### src/rtl/wwdt_pkg.sv
package wwdt_pkg;

   // Window selection codes
   typedef enum logic [1:0] {
      WIN_RSVD = 2'b00,
      WIN_HALF = 2'b01,
      WIN_QTR3 = 2'b10,
      WIN_FULL = 2'b11
   } win_code_t;

   // Outcome of one cycle of trigger-register activity
   typedef enum logic [1:0] {
      EV_IDLE  = 2'b00,
      EV_SERVE = 2'b01,
      EV_FAULT = 2'b10
   } wd_event_t;

   localparam logic [7:0] WD_KEY      = 8'hAC;
   localparam logic [7:0] WD_READBACK = 8'h9A;

endpackage

### src/rtl/wwdt_window_calc.sv
module wwdt_window_calc
   import wwdt_pkg::*;
#(
   parameter int CNT_W = 10
) (
   input  logic [1:0]       win_sel,
   input  logic             stby_en,
   output logic [CNT_W-1:0] close_lim
);

   localparam int          PERIOD = 1 << CNT_W;
   localparam logic [CNT_W:0] P_W = (CNT_W+1)'(PERIOD);

   if (CNT_W < 2) begin : g_bad_width
      $error("wwdt_window_calc: CNT_W must be at least 2");
   end

   win_code_t   code;
   logic [CNT_W:0] open_len;
   logic [CNT_W:0] close_w;

   assign code = win_code_t'(win_sel);

   // open length derived with shifts only
   always_comb begin
      if (!stby_en) begin
         open_len = P_W;
      end else begin
         unique case (code)
            WIN_HALF: open_len = P_W >> 1;
            WIN_QTR3: open_len = (P_W >> 1) + (P_W >> 2);
            WIN_FULL: open_len = P_W;
            default:  open_len = P_W;
         endcase
      end
   end

   assign close_w   = P_W - open_len;
   assign close_lim = close_w[CNT_W-1:0];

endmodule

### src/rtl/wwdt_period_cnt.sv
module wwdt_period_cnt #(
   parameter int CNT_W = 10
) (
   input  logic             clk,
   input  logic             rst_n,
   input  logic             clear,
   output logic [CNT_W-1:0] count,
   output logic             at_last
);

   localparam logic [CNT_W-1:0] LAST = {CNT_W{1'b1}};

   always_ff @(posedge clk) begin
      if (!rst_n) begin
         count <= '0;
      end else if (clear) begin
         count <= '0;
      end else begin
         count <= count + 1'b1;
      end
   end

   assign at_last = (count == LAST);

endmodule

### src/rtl/wwdt_key_judge.sv
module wwdt_key_judge
   import wwdt_pkg::*;
#(
   parameter int CNT_W = 10
) (
   input  logic             wr_en,
   input  logic [7:0]       wr_data,
   input  logic             first_seen,
   input  logic [CNT_W-1:0] count,
   input  logic [CNT_W-1:0] close_lim,
   input  logic             at_last,
   output wd_event_t        evt
);

   logic key_ok;
   logic in_open;

   assign key_ok  = (wr_data == WD_KEY);
   assign in_open = (count >= close_lim);

   always_comb begin
      evt = EV_IDLE;
      if (wr_en) begin
         if (!key_ok)          evt = EV_FAULT;
         else if (!first_seen) evt = EV_SERVE;
         else if (in_open)     evt = EV_SERVE;
         else                  evt = EV_FAULT;
      end else if (at_last) begin
         evt = EV_FAULT;
      end
   end

endmodule

### src/rtl/keyed_window_watchdog.sv
module keyed_window_watchdog
   import wwdt_pkg::*;
#(
   parameter int PERIOD_LOG2 = 10
) (
   input  logic       clk,
   input  logic       rst_n,
   input  logic       wr_en,
   input  logic [7:0] wr_data,
   input  logic       rd_en,
   output logic [7:0] rd_data,
   input  logic [1:0] win_sel,
   input  logic       stby_en,
   output logic       rst_req
);

   localparam int CNT_W = PERIOD_LOG2;

   if (PERIOD_LOG2 < 2 || PERIOD_LOG2 > 30) begin : g_bad_period
      $error("keyed_window_watchdog: PERIOD_LOG2 out of range");
   end

   logic [CNT_W-1:0] cnt_q;
   logic [CNT_W-1:0] close_lim;
   logic             at_last;
   logic             first_q;
   logic             cnt_clear;
   wd_event_t        evt;

   wwdt_window_calc #(.CNT_W(CNT_W)) u_win (
      .win_sel   (win_sel),
      .stby_en   (stby_en),
      .close_lim (close_lim)
   );

   wwdt_key_judge #(.CNT_W(CNT_W)) u_judge (
      .wr_en      (wr_en),
      .wr_data    (wr_data),
      .first_seen (first_q),
      .count      (cnt_q),
      .close_lim  (close_lim),
      .at_last    (at_last),
      .evt        (evt)
   );

   assign cnt_clear = (evt != EV_IDLE);

   wwdt_period_cnt #(.CNT_W(CNT_W)) u_cnt (
      .clk     (clk),
      .rst_n   (rst_n),
      .clear   (cnt_clear),
      .count   (cnt_q),
      .at_last (at_last)
   );

   always_ff @(posedge clk) begin
      if (!rst_n) begin
         first_q <= 1'b0;
         rst_req <= 1'b0;
      end else begin
         rst_req <= (evt == EV_FAULT);
         if (evt == EV_SERVE)      first_q <= 1'b1;
         else if (evt == EV_FAULT) first_q <= 1'b0;
      end
   end

   assign rd_data = rd_en ? WD_READBACK : 8'h00;

endmodule

### config.mk
export PLATFORM = sky130hd
export DESIGN_NAME = keyed_window_watchdog
export DESIGN_NICKNAME = d
export VERILOG_FILES = /design/src/rtl/wwdt_pkg.sv /design/src/rtl/wwdt_window_calc.sv /design/src/rtl/wwdt_period_cnt.sv /design/src/rtl/wwdt_key_judge.sv /design/src/rtl/keyed_window_watchdog.sv
export SDC_FILE = /design/constraint.sdc
export NUM_CORES = 1
export LEC_CHECK = 0
export BUFFER_PORTS_ARGS = -buffer_cell sky130_fd_sc_hd__buf_4
export CAP_MARGIN = 20
export CORE_MARGIN = 3
export CORE_UTILIZATION = 44
export CTS_BUF_LIST = sky130_fd_sc_hd__clkbuf_4 sky130_fd_sc_hd__clkbuf_8
export DETAILED_ROUTE_END_ITERATION = 10
export GPL_TIMING_DRIVEN = 0
export PLACE_DENSITY = 0.73
export SLEW_MARGIN = 30
export SYNTH_ARGS = -nofsm -noshare
export SYNTH_HDL_FRONTEND = slang
export SYNTH_SLANG_ARGS = --single-unit
### constraint.sdc
create_clock -name clk -period 3.7 [get_ports clk]
set_input_delay 0.74 -clock clk [delete_from_list [all_inputs] [get_ports clk]]
set_output_delay 0.74 -clock clk [all_outputs]
set_load 0.01 [all_outputs]
==> Yosys cells after proc, flatten, opt, wreduce, memory -nomap -nowiden <==
Index checks and enable logic that the tools add are counted.
{ "classes": {"add_sub_neg": 2, "reduce_logical": 3, "muxes": 10, "shift": 0, "magnitude_cmp": 1, "eq_ne": 6, "div": 0, "n_mul": 0, "bitwise": 1} }
{ "op_table": {"columns": ["cell", "count"], "rows": [
  ["$pmux 10 s2", 1],
  ["$add 10x1->10 const B", 1],
  ["$eq 10x10->1 const B", 1],
  ["$ge 10x10->1", 1],
  ["$mux 10", 1],
  ["$mux 2", 5],
  ["$sub 1x10->10 const A", 1],
  ["$eq 8x8->1 const B", 1],
  ["$mux 8", 1],
  ["$eq 2x1->1 const B", 2],
  ["$eq 2x2->1 const B", 2],
  ["$reduce_bool 2->1", 2],
  ["$mux 1", 2],
  ["$reduce_or 2->1", 1],
  ["$not 1->1", 1]
]} }
{ "totals": {"ramBits": 0, "input_bits": 15, "n_memories": 0, "register_bits": 12, "latch_bits": 0, "output_inout_bits": 9, "rom_bits": 0} }

==> Logic depth before layout (Yosys ltp) <==
{ "depth": {"ltp_word": 12, "depth_mapped": 11} }

==> Hierarchy <==
Synthesis repeated with hierarchy kept, for this count alone.
{ "unflattened": {"hier_cells": 124, "hier_area_um2": 1024.7} }
{ "modules_own_cells": {"columns": ["mod", "area_each_um2", "instances", "cells_each"], "rows": [
  ["wwdt_period_cnt", 435.4, 1, 50],
  ["wwdt_key_judge", 311.5, 1, 40],
  ["keyed_window_watchdog", 175.2, 1, 20],
  ["wwdt_window_calc", 102.6, 1, 14]
]} }

==> Worst setup path after synthesis <==
OpenSTA, ideal clock, no wires.
{ "synth_path": {"path_type": "input to register", "from": "in win_sel[0]", "to": "reg first_q", "setup_time_ps": 116, "n_path_buf": 0, "arrival_ps": 2642, "path_stages": 11, "slack_ps": 942, "path_cell_list": "inv_1 > ha_1 > xnor2_1 > nand2_1 > ha_1 > o21ai_0 > a2111oi_4 > inv_1 > ha_1 > mux2i_1 > nor2b_1"} }
{ "synth_between": {"elab_chain_len": 11} }
{ "synth_rtl": {"columns": ["element", "line_no", "text"], "rows": [
  ["start: declaration", "keyed_window_watchdog.sv:12", "input logic [1:0] win_sel,"],
  ["$eq 2x2->1 or $eq 2x1->1 (tied branches)", "wwdt_window_calc.sv:29", "unique case (code)"],
  ["$pmux 10 s2 *", "wwdt_window_calc.sv:29", null],
  ["$mux 10 *", "wwdt_window_calc.sv:26", "if (!stby_en) begin"],
  ["$sub 1x10->10 *", "wwdt_window_calc.sv:38", "assign close_w = P_W - open_len;"],
  ["$ge 10x10->1 *", "wwdt_key_judge.sv:19", "assign in_open = (count >= close_lim);"],
  ["$mux 2 *", "wwdt_key_judge.sv:26", "else if (in_open) evt = EV_SERVE;"],
  ["$mux 2 *", "wwdt_key_judge.sv:25", "else if (!first_seen) evt = EV_SERVE;"],
  ["$mux 2 *", "wwdt_key_judge.sv:24", "if (!key_ok) evt = EV_FAULT;"],
  ["$mux 2 *", "wwdt_key_judge.sv:23", "if (wr_en) begin"],
  ["$eq 2x1->1 or $eq 2x2->1 (tied branches)", "keyed_window_watchdog.sv:62, keyed_window_watchdog.sv:63", null],
  ["$mux 1 or $reduce_bool 2->1 (tied branches)", null, null],
  ["end signal: assignment", "keyed_window_watchdog.sv:58", "first_q <= 1'b0;"],
  ["end signal: assignment", "keyed_window_watchdog.sv:62", "if (evt == EV_SERVE) first_q <= 1'b1;"],
  ["end signal: assignment", "keyed_window_watchdog.sv:63", "else if (evt == EV_FAULT) first_q <= 1'b0;"],
  ["end: declaration", "keyed_window_watchdog.sv:26", "logic first_q;"]
]} }
Every way passes the cells marked *; elsewhere a longest branch is shown, timed or not.
A chain may end at the register's enable or synchronous reset.

==> Worst setup path after layout <==
{ "layout_path": {"from": "in win_sel[0]", "to": "reg u_cnt.count[7]"} }
{ "layout_between": {"elab_chain_len": 11} }
{ "layout_rtl": {"columns": ["element", "line_no", "text"], "rows": [
  ["$eq 2x2->1 or $eq 2x1->1 (tied branches)", "wwdt_window_calc.sv:29", null],
  ["$pmux 10 s2 *", "wwdt_window_calc.sv:29", null],
  ["$mux 10 *", "wwdt_window_calc.sv:26", null],
  ["$sub 1x10->10 *", "wwdt_window_calc.sv:38", null],
  ["$ge 10x10->1 *", "wwdt_key_judge.sv:19", null],
  ["$mux 2 *", "wwdt_key_judge.sv:26", null],
  ["$mux 2 *", "wwdt_key_judge.sv:25", null],
  ["$mux 2 *", "wwdt_key_judge.sv:24", null],
  ["$mux 2 *", "wwdt_key_judge.sv:23", null],
  ["$reduce_bool 2->1 *", "keyed_window_watchdog.sv:46", "assign cnt_clear = (evt != EV_IDLE);"],
  ["$reduce_or 2->1 (no line) *", null, null],
  ["end signal: assignment", "wwdt_period_cnt.sv:19", "count <= count + 1'b1;"],
  ["end: declaration", "wwdt_period_cnt.sv:7", "output logic [CNT_W-1:0] count,"]
]} }
Marks and branches as above.

==> impl_metrics.tcl <==
set metrics [dict create \
    wl_um 1360 \
    synth_mux_area_frac 0.0137 \
    yosysUniqueCellTypes 25 \
    drive_gt1_frac 0.296 \
    dp_hpwl_um 1110 \
    globalRouteTotalUtil 0.140 \
    slowest_stage "a2111oi_4" \
    clock_latency_ps 280 \
    die_h_um 46.8 \
    overflow 0 \
    cts_buffer_depth 2 \
    end_kind "register" \
    arrival_ps 2940 \
    synth-adder-area-share 0.137 \
    initialDrtViolationCount 4 \
    die_x_um 46.8 \
    synth_seq_area_share 0.328 \
    synthCells 83 \
    cts_hold_buffers 0 \
    synth_top_family_by_area "simple AND/OR/NAND/NOR gates" \
    leakagePower_nw 0.401 \
    antenna_found_initial 0 \
    clock-sinks 12 \
    coreArea_mm2 0.00154 \
    setup_viol 0 \
    grt_max_degree 10 \
    yosys_warnings 0 \
    worstPathRequired_ps 3910 \
    cts_tree "built" \
    synth-seq-cells 12 \
    cp-start-kind "input pin" \
    cts_max_level 1 \
    syn_to_final_growth_pct 27.7 \
    path_cells "buf_4, inv_1, ha_1, xnor2_1, nand2_1, ha_1, o21ai_0, a2111oi_4, or2_1, ha_1, nand2_1, a21oi_1" \
    slew_violations 0 \
    synth_compound_area_frac 0.132 \
    drt-wirelength-per-cell_um 11.0 \
    drt-pass1-iter-count 4 \
    synth_largest_area_cell "dfxtp_1" \
    post_cts_buffers 0 \
    post_cts_resized 0 \
    dieArea_mm2 0.00219 \
    mostFrequentLayoutCells "buf_4 (26), dfxtp_1 (12), ha_1 (8)" \
    synthTopCellsByArea "dfxtp_1 (33%), ha_1 (14%), buf_4 (8.2%)" \
    nNetsFinal 132 \
    route.detailed.drc 0 \
    synth_area_um2 732 \
    layout_commonest_cell "buf_4" \
    fmax_mhz 367 \
    path_common_cell "ha_1" \
    rows 14 \
    ios 24 \
    vias 616 \
    max-cap-violations 0 \
    hold_viol 0 \
    setup_tns_ps 0 \
    place_congestion 0.704 \
    post-route-util 0.606 \
    grt_pass1_wl_um 2210 \
    cpPeakStageDelay_ps 440 \
    synth_xor_xnor_area_share 0.0479 \
    fin_skew_ps 6.37 \
    powerDensity_mw_per_mm2 296 \
    fin_ws_ps 972 \
    grt_pass1_vias 565 \
    numPortBuffers 18 \
    period_minus_slack_ps 2730 \
    vdd_drop_max_mv 0.313 \
    syn_area_per_cell_um2 8.82 \
    rsz0062_at_grt "no" \
    antenna_cells 0 \
    path_max_fanout 9 \
    synth-simple-area-share 0.219 \
    synth_top_area_frac 0.328 \
    critPathKind "input pin to register" \
    status "finished, final reports clean" \
    dp_slack_ps 649 \
    finalCritPeriodShare 0.737 \
    cts_inserted_buffers 3 \
    initial_core_util 0.475 \
    cts_root_buffer "clkbuf_4" \
    hold_path.class "register to register" \
    vias_per_cell 4.97 \
    path_clk_slew_ps 80 \
    final_antenna_net_count 0 \
]
-- through the flow --
stage	cells	total power, W	area (um^2)	hold WS (ps)
floorplan	86	0.000158	743	441
global placement	120	0.000174	898	457
detailed placement	120	0.000176	898	464
CTS	124	0.000280	935	482
global route	124	0.000291	935	502
finish	124	0.000277	935	480
-- sequential cells by signal, summed over array words and instances (netlist names) --
register	count
first_q	1
u_cnt.count	10
rst_req	1
-- worst max-delay path, delay by kind of cell --
family	cells	cell delay, ps
xor gates and xnor gates	1	130
and+or+nand+nor	3	470
buffers and inverters	2	110
adders and majority gates	3	730
AOI/OAI and AO/OA	3	750
-- where the power goes --
part	switching, W	total [W]	internal, W
Sequential	0.00000133	0.000132	0.000131
Combinational	0.0000162	0.0000403	0.0000241
Clock	0.0000448	0.000105	0.0000599
-- path summary, 6_finish.rpt --
path	start	end	slack (ps)	cells past startpoint
setup reg to reg	u_cnt.count[0]	u_cnt.count[3]	1630	7
setup / recovery	win_sel[0]	u_cnt.count[7]	970	12
hold / removal	u_cnt.count[0]	u_cnt.count[0]	480	1
hold reg to reg	u_cnt.count[0]	u_cnt.count[0]	480	1
-- cells by family after synthesis --
group	Yosys count
compound gates	13
buf+inv	15
xor+xnor	4
other cells	1
fa+ha+maj	8
flops	12
simple gates	29
mux	1
-- final cells by class --
class / count / area [um^2]
Inverter: 7 / 26.3
Multi-Input combinational cell: 59 / 417
Buffer: 8 / 60.1
Tap cell: 16 / 20.0
Timing Repair Buffer: 18 / 135
Fill cell: 146 / 607
Sequential cell: 12 / 240
Clock buffer: 4 / 36.3
-- cells in the mapped netlist --
cell       instances
nand3b_1           1
and3_1             1
a2111oi_4          1
or4b_4             1
a21oi_1            5
nor2_1             5
or3_1              3
nand4_1            2
ha_1               8
nand3_1            4
and2_1             1
nand2_1            6
o21ai_0            4
nor2b_1            2
or4_1              2
inv_1              7
mux2i_1            1
dfxtp_1           12
o31ai_1            2
buf_4              8
xnor2_1            2
or2_1              1
conb_1             1
o31a_1             1
xor2_1             2
-- metal layers --
metal / track usage / part of all wire
met1: 0.162 / 0.42
met2: 0.241 / 0.53
met3: 0.0575 / 0.033
met4: 0.0331 / 0.011
met5: 0 / 0
Note: power is estimated with default switching activity, not from simulation.
